[src/rtl/swc_pkg.sv]
`timescale 1ns/1ps
package swc_pkg;

  // Conversion factor between the two bus widths, always >= 1.
  function automatic int conv_ratio(input int a_w, input int b_w);
    return (a_w > b_w) ? (a_w / b_w) : (b_w / a_w);
  endfunction

  // Width of an index that counts 0 .. n-1, at least one bit.
  function automatic int idx_bits(input int n);
    return (n > 2) ? $clog2(n) : 1;
  endfunction

endpackage

[src/rtl/swc_down.sv]
`timescale 1ns/1ps
// Wide-to-narrow: holds one input word and walks its slices low first.
module swc_down #(
  parameter int IN_W      = 32,
  parameter int OUT_W     = 8,
  parameter int USER_W    = 4,
  parameter bit UNALIGNED = 1'b0
) (
  input  logic                 clk,
  input  logic                 rst,
  input  logic                 in_valid,
  output logic                 in_ready,
  input  logic [IN_W-1:0]      in_data,
  input  logic [IN_W/8-1:0]    in_strb,
  input  logic                 in_last,
  input  logic [USER_W-1:0]    in_user,
  output logic                 out_valid,
  input  logic                 out_ready,
  output logic [OUT_W-1:0]     out_data,
  output logic [OUT_W/8-1:0]   out_strb,
  output logic                 out_last,
  output logic [USER_W-1:0]    out_user
);
  localparam int RATIO = swc_pkg::conv_ratio(IN_W, OUT_W);
  localparam int IDX_W = swc_pkg::idx_bits(RATIO);
  localparam int ISB   = IN_W / 8;
  localparam int OSB   = OUT_W / 8;

  logic              full_q;
  logic [IDX_W-1:0]  idx_q;
  logic [IDX_W-1:0]  fin_q;
  logic [IDX_W-1:0]  fin_d;
  logic [IN_W-1:0]   data_q;
  logic [ISB-1:0]    strb_q;
  logic              last_q;
  logic [USER_W-1:0] user_q;
  logic              at_end;
  logic              take;

  // Index of the final slice to send for the word being loaded.
  always_comb begin
    fin_d = IDX_W'(RATIO - 1);
    if (UNALIGNED && in_last) begin
      fin_d = '0;
      for (int k = 0; k < RATIO; k++) begin
        if (|in_strb[k*OSB +: OSB]) fin_d = IDX_W'(k);
      end
    end
  end

  assign at_end   = (idx_q == fin_q);
  assign in_ready = !full_q || (out_ready && at_end);
  assign take     = in_valid && in_ready;

  always_ff @(posedge clk) begin
    if (rst) begin
      full_q <= 1'b0;
      idx_q  <= '0;
      fin_q  <= '0;
    end else if (take) begin
      full_q <= 1'b1;
      idx_q  <= '0;
      fin_q  <= fin_d;
    end else if (full_q && out_ready) begin
      if (at_end) full_q <= 1'b0;
      else        idx_q  <= idx_q + 1'b1;
    end
  end

  always_ff @(posedge clk) begin
    if (take) begin
      data_q <= in_data;
      strb_q <= in_strb;
      last_q <= in_last;
      user_q <= in_user;
    end
  end

  assign out_valid = full_q;
  assign out_data  = data_q[idx_q*OUT_W +: OUT_W];
  assign out_strb  = strb_q[idx_q*OSB +: OSB];
  assign out_last  = last_q && at_end;
  assign out_user  = user_q;

endmodule

[src/rtl/swc_up.sv]
`timescale 1ns/1ps
// Narrow-to-wide: packs beats into the output word from the low slice up.
module swc_up #(
  parameter int IN_W      = 8,
  parameter int OUT_W     = 32,
  parameter int USER_W    = 4,
  parameter bit UNALIGNED = 1'b0
) (
  input  logic                        clk,
  input  logic                        rst,
  input  logic                        in_valid,
  output logic                        in_ready,
  input  logic [IN_W-1:0]             in_data,
  input  logic [IN_W/8-1:0]           in_strb,
  input  logic                        in_last,
  input  logic [USER_W-1:0]           in_user,
  output logic                        out_valid,
  input  logic                        out_ready,
  output logic [OUT_W-1:0]            out_data,
  output logic [OUT_W/8-1:0]          out_strb,
  output logic                        out_last,
  output logic [USER_W*(OUT_W/IN_W)-1:0] out_user
);
  localparam int RATIO = swc_pkg::conv_ratio(IN_W, OUT_W);
  localparam int IDX_W = swc_pkg::idx_bits(RATIO);
  localparam int ISB   = IN_W / 8;
  localparam int OSB   = OUT_W / 8;
  localparam int UO_W  = USER_W * RATIO;

  logic              ovalid_q;
  logic [IDX_W-1:0]  idx_q;
  logic [OUT_W-1:0]  data_q, nxt_data;
  logic [OSB-1:0]    strb_q, nxt_strb;
  logic [UO_W-1:0]   user_q, nxt_user;
  logic              last_q;
  logic              take;
  logic              done;
  logic              fresh;

  assign in_ready = !ovalid_q || out_ready;
  assign take     = in_valid && in_ready;
  assign fresh    = (idx_q == '0);
  assign done     = (idx_q == IDX_W'(RATIO - 1)) || (UNALIGNED && in_last);

  // A new word starts from all-zero lanes, which become the padding.
  always_comb begin
    nxt_data = fresh ? '0 : data_q;
    nxt_strb = fresh ? '0 : strb_q;
    nxt_user = fresh ? '0 : user_q;
    nxt_data[idx_q*IN_W   +: IN_W]   = in_data;
    nxt_strb[idx_q*ISB    +: ISB]    = in_strb;
    nxt_user[idx_q*USER_W +: USER_W] = in_user;
  end

  always_ff @(posedge clk) begin
    if (rst) begin
      ovalid_q <= 1'b0;
      idx_q    <= '0;
    end else if (take) begin
      if (done) begin
        ovalid_q <= 1'b1;
        idx_q    <= '0;
      end else begin
        ovalid_q <= 1'b0;
        idx_q    <= idx_q + 1'b1;
      end
    end else if (ovalid_q && out_ready) begin
      ovalid_q <= 1'b0;
    end
  end

  always_ff @(posedge clk) begin
    if (take) begin
      data_q <= nxt_data;
      strb_q <= nxt_strb;
      user_q <= nxt_user;
      if (done) last_q <= in_last;
    end
  end

  assign out_valid = ovalid_q;
  assign out_data  = data_q;
  assign out_strb  = strb_q;
  assign out_last  = last_q;
  assign out_user  = user_q;

endmodule

[src/rtl/stream_width_conv.sv]
`timescale 1ns/1ps
module stream_width_conv #(
  parameter int IN_W      = 32,
  parameter int OUT_W     = 8,
  parameter int USER_W    = 4,
  parameter bit UNALIGNED = 1'b0,
  localparam int UO_W     = (IN_W > OUT_W) ? USER_W : USER_W * (OUT_W / IN_W)
) (
  input  logic                 clk,
  input  logic                 rst,
  input  logic                 in_valid,
  output logic                 in_ready,
  input  logic [IN_W-1:0]      in_data,
  input  logic [IN_W/8-1:0]    in_strb,
  input  logic                 in_last,
  input  logic [USER_W-1:0]    in_user,
  output logic                 out_valid,
  input  logic                 out_ready,
  output logic [OUT_W-1:0]     out_data,
  output logic [OUT_W/8-1:0]   out_strb,
  output logic                 out_last,
  output logic [UO_W-1:0]      out_user
);

  generate
    if (IN_W > OUT_W) begin : g_narrow
      swc_down #(
        .IN_W(IN_W), .OUT_W(OUT_W), .USER_W(USER_W), .UNALIGNED(UNALIGNED)
      ) u_down (
        .clk(clk), .rst(rst),
        .in_valid(in_valid), .in_ready(in_ready), .in_data(in_data),
        .in_strb(in_strb), .in_last(in_last), .in_user(in_user),
        .out_valid(out_valid), .out_ready(out_ready), .out_data(out_data),
        .out_strb(out_strb), .out_last(out_last), .out_user(out_user)
      );
    end else begin : g_widen
      swc_up #(
        .IN_W(IN_W), .OUT_W(OUT_W), .USER_W(USER_W), .UNALIGNED(UNALIGNED)
      ) u_up (
        .clk(clk), .rst(rst),
        .in_valid(in_valid), .in_ready(in_ready), .in_data(in_data),
        .in_strb(in_strb), .in_last(in_last), .in_user(in_user),
        .out_valid(out_valid), .out_ready(out_ready), .out_data(out_data),
        .out_strb(out_strb), .out_last(out_last), .out_user(out_user)
      );
    end
  endgenerate

endmodule

[config.mk]
export PLATFORM = sky130hd
export DESIGN_NAME = stream_width_conv
export DESIGN_NICKNAME = d
export VERILOG_FILES = /design/src/rtl/swc_pkg.sv /design/src/rtl/swc_down.sv /design/src/rtl/swc_up.sv /design/src/rtl/stream_width_conv.sv
export SDC_FILE = /design/constraint.sdc
export NUM_CORES = 1
export LEC_CHECK = 0
export ABC_AREA = 1
export BUFFER_PORTS_ARGS = -buffer_cell sky130_fd_sc_hd__clkbuf_2
export CAP_MARGIN = 30
export CORE_AREA = 2 2 68 70
export CTS_BUF_LIST = sky130_fd_sc_hd__clkbuf_4
export CTS_CLUSTER_DIAMETER = 100
export DETAILED_ROUTE_END_ITERATION = 10
export DIE_AREA = 0 0 70 72
export PLACE_DENSITY_LB_ADDON = 0.3
export SYNTH_ARGS = -nofsm -noshare
export SYNTH_HDL_FRONTEND = slang
export SYNTH_HIERARCHICAL = 1
export SYNTH_SLANG_ARGS = --single-unit
[constraint.sdc]
create_clock -name clk -period 3.3 [get_ports clk]
set_input_delay 0.495 -clock clk [delete_from_list [all_inputs] [get_ports clk]]
set_output_delay 0.495 -clock clk [all_outputs]
set_load 0.02 [all_outputs]
==> impl_metrics.toml, run 1 <==
[clock_network]
cts_max_level = 2
cts_inserted_buffers = 5
cts_tree = "done"
clock-sinks = 45
cts_resized = 0
cts_root_buf = "sky130_fd_sc_hd__clkbuf_4"
worstSkewPairLatency_ns = 0.35
clkTransAtPathRegs_ns = 0.12
hold_fix_buffers_cts = 0
clock_tree.buffer_depth = 2
post_cts.repair.setup_buffers = 0

[detailed_routing]
avgRoutedWirePerCell_um = 14.40
finalWirelength_um = 3311
drc_errors = 0
drt.antenna.violating_nets = 0
drt-pass1-iter-count = 4
dr.first_iter.drc_count = 110
routed_via_density = 4.874
routed-via-count = 1121

[setup_path]
critical_path.cell_chain = "nor2_1, nand2_1, a21boi_0, clkbuf_2"
worst_path_largest_cell_delay_ns = 0.73
wp_data_required_ns = 2.80
worst_path_max_delay_cell = "sky130_fd_sc_hd__nor2_1"
path_buf_inv = 1
critPathLaunchType = "flip-flop"
critPathMaxFanout = 14
endpoint_kind = "output port"
criticalPathCategory = "reg2out"
critical-path-top-delay-family = "simple AND/OR/NAND/NOR gates"
arrival_ns = 2.18

[timing]
worst_pin_slew_ns = 0.8468
tns_ns = 0
finalCritPeriodShare = 0.8112
clock_skew_ns = 0.008011
timing.max_slew.rel_slack = 0.4334
final_period_minus_worst_setup_slack_ns = 2.677
fmax_ghz = 0.3735
setup_repair_after_global_routing_missed_its_margin = "no"
total_of_endpoints_with_negative_setup_slack_in_the_final_report = 0
timing.final.hold_violations = 0
drv_slew = 0

[cells_and_area]
nets = 224
final_common_cell = "sky130_fd_sc_hd__clkbuf_2"
flow.area_growth_from_synthesis_pct = 24.34
layout.cells.most_common_list = "sky130_fd_sc_hd__clkbuf_2 (60), sky130_fd_sc_hd__edfxtp_1 (41), sky130_fd_sc_hd__nand3_1 (20)"
drive_above_1_share = 0.3989
multi_input_area_um2 = 305.3
seqCellArea_mm2 = 0.001311
n_fill_cell = 406
diodes = 0
fin_cells = 230

[synthesis]
netlist.top_cell.by_area = "sky130_fd_sc_hd__edfxtp_1"
ys_warn_count = 6
synthesis.instances = 115
synth.cell_area_mm2 = 0.001665
distinct_cell_type_count_after_synthesis = 16
ys_ff_latch = 45
syn-num-nets = 160
part_of_the_yosys_area_used_for_sequential_elements = 0.7874
synth_area_per_cell_um2 = 14.48
synth_top_cells_by_area = "sky130_fd_sc_hd__edfxtp_1 (74%), sky130_fd_sc_hd__nand3_1 (6.0%), sky130_fd_sc_hd__dfxtp_1 (4.8%)"
share_of_yosys_cell_area_claimed_by_the_top_area_cell_type = 0.7393

[outcome]
status = "finished clean"

[global_routing]
wire_length_of_the_first_global_routing_pass_um = 5313
global_route.usage.total = 0.1395
antenna_found_initial = 0
first_global_vias = 1172
grt_remaining_overflow = 0
grt_max_degree = 26

[floorplanning]
placementRows = 24
io_pins = 61
floorplan.initialDensity = 0.3906
die-area_mm2 = 0.005040
fp.coreArea_mm2 = 0.004264
dieHeight_um = 72
die_width_um = 70

[placed_design]
hpwlAfterDp_um = 2394
post-place-cells = 224
port-buffer-count = 60
globalplace.congestion = 0.7771

[pwr]
static_leakage_nw = 0.8509
powerDensity_mw_per_mm2 = 486.5
vdd.ir_drop.worst_uv = 283.5

[worst_hold_path]
hp-class = "in2reg"

[run]
max_cap_viol_count = 0
[power by group]
part	leakage, nW	internal, W	switching (W)
Combinational	0.395	0.0000410	0.0000599
Clock	0.0269	0.0000741	0.000157
Sequential	0.429	0.000664	0.0000111
Total	0.851	0.000779	0.000228
[registers in the layout, summed over array words and instances, names as in the netlist]
name / count
g_narrow.u_down/last_q: 1
g_narrow.u_down/out_user: 4
g_narrow.u_down/out_valid: 1
g_narrow.u_down/fin_q: 1
g_narrow.u_down/data_q: 32
g_narrow.u_down/strb_q: 4
g_narrow.u_down/idx_q: 2
[metrics by stage]
stage	cell area (um2)	util	total power, W	worst slack, ns	hold slack (ns)
after floorplan	1665	-	0.0007355	1.280	0.4706
after global placement	2028	0.4756	0.0007869	1.083	0.4950
after detailed placement	2028	0.4756	0.0007910	1.018	0.5143
after CTS	2071	0.4856	0.001018	0.6146	0.2972
after global routing	2071	0.4856	0.001055	0.4740	0.2828
final	2071	0.4856	0.001007	0.6230	0.3084
[per-layer routing]
metal	wire, um	share of wire	track usage	up-vias
met5	0	0	0	-
li1	-	-	-	547
met3	301	0.091	0.06250	6
met1	1241	0.37	0.1536	517
met4	52	0.016	0.05128	0
met2	1716	0.52	0.2402	51
[worst paths after layout]
| check | cells past startpoint | slack, ns | from | end |
|---|---|---|---|---|
| hold reg to reg | 2 | 0.53 | g_narrow.u_down/fin_q[0]$_SDFFE_PP0P_ | g_narrow.u_down/fin_q[0]$_SDFFE_PP0P_ |
| setup reg to reg | 7 | 1.07 | g_narrow.u_down/idx_q[1]$_SDFFE_PP0P_ | g_narrow.u_down/data_q[9]$_DFFE_PP_ |
| setup / recovery | 4 | 0.62 | g_narrow.u_down/idx_q[1]$_SDFFE_PP0P_ | out_last |
| hold / removal | 1 | 0.31 | in_data[7] | g_narrow.u_down/data_q[7]$_DFFE_PP_ |
[cell type report]
type | count | area share
well taps | 52 | 0.03142
flip-flops and latches | 45 | 0.6332
clock inverters | 1 | 0.002417
multi-input cells | 59 | 0.1474
clock buffers | 5 | 0.01813
repair buffers | 61 | 0.1547
inverters | 7 | 0.01269
[cells in the mapped netlist]
cell	n
sky130_fd_sc_hd__edfxtp_1	41
sky130_fd_sc_hd__nand2_2	2
sky130_fd_sc_hd__o21ai_0	1
sky130_fd_sc_hd__nand2_1	17
sky130_fd_sc_hd__dfxtp_1	4
sky130_fd_sc_hd__nor2_2	1
sky130_fd_sc_hd__a22oi_1	9
sky130_fd_sc_hd__nand4_1	1
sky130_fd_sc_hd__a21oi_1	3
sky130_fd_sc_hd__a21boi_0	1
sky130_fd_sc_hd__nand3_1	20
sky130_fd_sc_hd__buf_4	1
sky130_fd_sc_hd__inv_1	7
sky130_fd_sc_hd__nor3_2	1
sky130_fd_sc_hd__buf_2	3
sky130_fd_sc_hd__nor2_1	3
[cells by family (layout without fill, tap and decap cells)]
family / count (synthesis) / after routing / synth area share
AO/OA/AOI/OAI: 14 / 14 / 0.05709
buffers and inverters: 11 / 74 / 0.02930
flip-flops: 45 / 45 / 0.7874
AND/OR/NAND/NOR: 45 / 45 / 0.1262
Note: power is estimated with default switching activity, not from simulation.
==> run 2: changes to the inputs <==
==> constraint.sdc (replaced) <==
create_clock -name clk -period 2.3 [get_ports clk]
set_input_delay 0.345 -clock clk [delete_from_list [all_inputs] [get_ports clk]]
set_output_delay 0.345 -clock clk [all_outputs]
set_load 0.02 [all_outputs]
==> impl_metrics.toml, run 2 (synthesis results as in run 1) <==
[outcome]
status = "finished clean"

[detailed_routing]
routed-via-count = 1132
drt-pass1-iter-count = 4
avgRoutedWirePerCell_um = 14.12
drt.antenna.violating_nets = 0
drc_errors = 0
routed_via_density = 4.797
dr.first_iter.drc_count = 64
finalWirelength_um = 3332

[cells_and_area]
layout.cells.most_common_list = "sky130_fd_sc_hd__clkbuf_2 (60), sky130_fd_sc_hd__edfxtp_1 (41), sky130_fd_sc_hd__nand3_1 (20)"
drive_above_1_share = 0.4076
regMostFlops = "g_narrow.u_down/data_q"
nets = 228
final_common_cell = "sky130_fd_sc_hd__clkbuf_2"
design_area_mm2 = 0.002101
flow.area_growth_from_synthesis_pct = 26.15
diodes = 0
largest_register_ffs = 32

[setup_path]
worst_path_max_delay_cell = "sky130_fd_sc_hd__dfxtp_1"
critical_path.cell_chain = "nor2_1, buf_4, nand2_1, a21boi_0, clkbuf_2"
rrSetupSlack_ns = 0.66
arrival_ns = 1.79
worst_path_largest_cell_delay_ns = 0.40
path_buf_inv = 2
critical-path-top-delay-family = "simple AND/OR/NAND/NOR gates"
endpoint_kind = "output port"
critPathMaxFanout = 8
wp_data_required_ns = 1.96
critPathLaunchType = "flip-flop"
criticalPathCategory = "reg2out"

[global_routing]
grtUsageMet1 = 0.1837
wire_length_of_the_first_global_routing_pass_um = 5526
grt-busiest-layer = "met2"
grt_use_met3 = 0.05556
antenna_found_initial = 0
grt_remaining_overflow = 0
grt_max_degree = 26
first_global_vias = 1177
global_route.usage.total = 0.1451
globalRouteMet2Util = 0.2317

[clock_network]
clock_tree.buffer_depth = 2
post_cts.repair.setup_buffers = 0
cts_max_level = 2
cts_tree = "done"
cts_inserted_buffers = 5
worstSkewPairLatency_ns = 0.35
clkTransAtPathRegs_ns = 0.12
cts_root_buf = "sky130_fd_sc_hd__clkbuf_4"
clock-sinks = 45

[floorplanning]
dieHeight_um = 72
fp.coreArea_mm2 = 0.004264
placementRows = 24
die-area_mm2 = 0.005040
floorplan.initialDensity = 0.3906
io_pins = 61
die_width_um = 70

[timing]
timing.max_slew.rel_slack = 0.7293
total_of_endpoints_with_negative_setup_slack_in_the_final_report = 0
setup_repair_after_global_routing_missed_its_margin = "no"
final_period_minus_worst_setup_slack_ns = 2.130
worst_pin_slew_ns = 0.4057
finalHoldWorstSlack_ns = 0.1594
fmax_ghz = 0.4694
finalWorstSetupSlack_ns = 0.1696
tns_ns = 0
finalCritPeriodShare = 0.9262
drv_slew = 0
timing.final.hold_violations = 0
clock_skew_ns = 0.006888

[pwr]
static_leakage_nw = 0.8702
powerDensity_mw_per_mm2 = 694.3
vdd.ir_drop.worst_uv = 486.3
fin_total_pwr_w = 0.001459

[placed_design]
port-buffer-count = 60
globalplace.congestion = 0.7831
hpwlAfterDp_um = 2520
dp_slack_ns = 0.5915
place_area_mm2 = 0.002046

[run]
max_cap_viol_count = 0

[worst_hold_path]
hp-class = "in2reg"
[run 2: layout make-up]
| class | count | area (um2) |
|---|---|---|
| fillers | 386 | 2163 |
| flip-flops and latches | 45 | 1311 |
| repair buffers | 65 | 337.8 |
| multi-input cells | 59 | 310.3 |
| well taps | 52 | 65.06 |
| clock buffers | 5 | 37.54 |
| inverters | 7 | 26.28 |
| clock inverters | 3 | 12.51 |
[run 2: per-layer routing]
layer  part of all wire  vias up
li1                   -      559
met1               0.42      512
met2               0.49       54
met3              0.072        7
met4              0.017        0
met5                  0        -
[run 2: report_power, final]
part | switching [W] | leakage (nW) | internal (W)
Clock | 0.000235 | 0.0300 | 0.000111
Combinational | 0.0000859 | 0.412 | 0.0000577
Sequential | 0.0000163 | 0.429 | 0.000953
Total | 0.000337 | 0.870 | 0.00112
[run 2: worst register-to-register path, stage by stage, from the launching register on]
cell                      delay (ns)
sky130_fd_sc_hd__dfxtp_1        0.48
sky130_fd_sc_hd__nand2_1        0.12
sky130_fd_sc_hd__nand2_1        0.08
sky130_fd_sc_hd__nand3_1        0.09
sky130_fd_sc_hd__nand2_2        0.09
sky130_fd_sc_hd__nand2_2        0.07
sky130_fd_sc_hd__inv_1          0.09
sky130_fd_sc_hd__buf_4          0.30
[run 2: metrics by stage]
stage            util  instances
2_1_floorplan       -        115
3_3_place_gp   0.4798        228
3_5_place_dp   0.4798        228
4_1_cts        0.4915        236
5_1_grt        0.4927        236
6_report       0.4927        236
[run 2: what timing repair did]
item	in CTS	in global routing
gates resized for setup	0	1
endpoints found under the setup margin	0	7
hold buffers	0	0
[run 2: worst paths after layout]
kind	start	to	cells after the start
max reg2reg	g_narrow.u_down/idx_q[1]$_SDFFE_PP0P_	g_narrow.u_down/data_q[25]$_DFFE_PP_	7
max	g_narrow.u_down/idx_q[1]$_SDFFE_PP0P_	out_last	5
min reg2reg	g_narrow.u_down/fin_q[0]$_SDFFE_PP0P_	g_narrow.u_down/fin_q[0]$_SDFFE_PP0P_	2
min	in_data[30]	g_narrow.u_down/data_q[30]$_DFFE_PP_	1
==> run 3: changes to the inputs <==
--- a/config.mk
+++ b/config.mk
@@ -13,7 +13,7 @@
 export CTS_CLUSTER_DIAMETER = 100
 export DETAILED_ROUTE_END_ITERATION = 10
 export DIE_AREA = 0 0 70 72
-export PLACE_DENSITY_LB_ADDON = 0.3
+export PLACE_DENSITY = 0.68
 export SYNTH_ARGS = -nofsm -noshare
 export SYNTH_HDL_FRONTEND = slang
 export SYNTH_HIERARCHICAL = 1
==> impl_metrics.toml, run 3 (synthesis results as in run 1) <==
[outcome]
status = "finished clean"

[floorplanning]
placementRows = 24
fp.coreArea_mm2 = 0.004264
floorplan.initialDensity = 0.3906
die_width_um = 70
io_pins = 61
die-area_mm2 = 0.005040
dieHeight_um = 72

[timing]
setup_repair_after_global_routing_missed_its_margin = "no"
timing.final.hold_violations = 0
drv_slew = 0
worst_pin_slew_ns = 0.3970
final_period_minus_worst_setup_slack_ns = 2.056
finalWorstSetupSlack_ns = 0.2439
finalHoldWorstSlack_ns = 0.1567
timing.max_slew.rel_slack = 0.7350
finalCritPeriodShare = 0.8939
clock_skew_ns = 0.006777
total_of_endpoints_with_negative_setup_slack_in_the_final_report = 0
fmax_ghz = 0.4864
tns_ns = 0

[global_routing]
first_global_vias = 1190
global_route.usage.total = 0.1398
antenna_found_initial = 0
grt_max_degree = 42
grt_remaining_overflow = 0
wire_length_of_the_first_global_routing_pass_um = 5361

[setup_path]
endpoint_kind = "output port"
critPathLaunchType = "flip-flop"
critPathMaxFanout = 13
arrival_ns = 1.71
criticalPathCategory = "reg2out"
wp_data_required_ns = 1.96

[pwr]
static_leakage_nw = 0.8494
powerDensity_mw_per_mm2 = 692.1
vdd.ir_drop.worst_uv = 446.7

[cells_and_area]
diodes = 0
regMostFlops = "g_narrow.u_down/data_q"
largest_register_ffs = 32
layout.cells.most_common_list = "sky130_fd_sc_hd__clkbuf_2 (60), sky130_fd_sc_hd__edfxtp_1 (41), sky130_fd_sc_hd__nand3_1 (20)"
flow.area_growth_from_synthesis_pct = 26.30
drive_above_1_share = 0.4144
n_fill_cell = 391
nets = 226
final_common_cell = "sky130_fd_sc_hd__clkbuf_2"

[placed_design]
dp_slack_ns = 0.5288
globalplace.congestion = 0.7661
port-buffer-count = 60
hpwlAfterDp_um = 2515

[clock_network]
post_cts.repair.setup_buffers = 0
worstSkewPairLatency_ns = 0.35
cts_max_level = 2
clock_tree.buffer_depth = 2
clkTransAtPathRegs_ns = 0.12
cts_inserted_buffers = 5
cts_tree = "done"
hold_fix_buffers_cts = 0
clock-sinks = 45
cts_root_buf = "sky130_fd_sc_hd__clkbuf_4"

[detailed_routing]
drc_errors = 0
finalWirelength_um = 3340
routed_via_density = 4.901
dr.first_iter.drc_count = 55
routed-via-count = 1142
avgRoutedWirePerCell_um = 14.33
drt-pass1-iter-count = 4
drt.antenna.violating_nets = 0

[run]
max_cap_viol_count = 0

[worst_hold_path]
hp-class = "in2reg"
## run 3: cell count changes in the layout (fill, tap and decap cells not counted), sizes merged
cell / change
clkinv: -2
clkinvlp: +2
inv: -1
buf: -2
## run 3: worst max-delay path: stages (launching register included)
cell	delay (ns)
sky130_fd_sc_hd__dfxtp_1	0.36
sky130_fd_sc_hd__buf_4	0.21
sky130_fd_sc_hd__nand2_1	0.13
sky130_fd_sc_hd__clkinvlp_4	0.20
sky130_fd_sc_hd__nand2_1	0.12
sky130_fd_sc_hd__a21boi_0	0.17
sky130_fd_sc_hd__clkbuf_2	0.19
## run 3: worst paths after layout
check                                   startpoint                                     to  slack [ns]  cells after the start
max          g_narrow.u_down/idx_q[1]$_SDFFE_PP0P_                               out_last        0.24                      6
min                                     in_data[5]    g_narrow.u_down/data_q[5]$_DFFE_PP_        0.16                      1
max reg2reg  g_narrow.u_down/idx_q[1]$_SDFFE_PP0P_    g_narrow.u_down/data_q[4]$_DFFE_PP_        0.62                      8
min reg2reg  g_narrow.u_down/fin_q[0]$_SDFFE_PP0P_  g_narrow.u_down/fin_q[0]$_SDFFE_PP0P_        0.52                      2
## run 3: cell type report
class                   instances  area [um2]  share of cell area
flip-flops and latches         45        1311              0.6234
well taps                      52       65.06             0.03093
inverters                       7       30.03             0.01428
repair buffers                 63       335.3              0.1594
multi-input cells              59       312.8              0.1487
clock buffers                   5       37.54             0.01785
clock inverters                 2       11.26            0.005354
## run 3: per-stage QoR
stage                     total power (W)    util  area (um2)  instances
after global routing             0.001522  0.4933        2103        233
final                            0.001456  0.4933        2103        233
after CTS                        0.001480  0.4906        2092        233
after floorplan                  0.001055       -        1665        115
after detailed placement         0.001136  0.4792        2043        226
after global placement           0.001131  0.4792        2043        226
## run 3: metal layers
metal,routed length (um),GRT usage,vias up
li1,-,-,554
met1,1271,0.1647,529
met2,1733,0.2349,52
met3,273,0.05000,7
met4,61,0.05769,0
met5,0,0,-
## run 3: timing repair
| action | in CTS | in global routing |
|---|---|---|
| hold endpoints to repair | 0 | 0 |
| gates resized for setup | 0 | 3 |
| setup endpoints to repair | 0 | 1 |
## run 3: report_power, final
part / total (W) / leakage, nW / internal (W) / switching, W
Clock: 0.000342 / 0.0247 / 0.000110 / 0.000232
Sequential: 0.000968 / 0.429 / 0.000952 / 0.0000161
Combinational: 0.000146 / 0.396 / 0.0000596 / 0.0000859
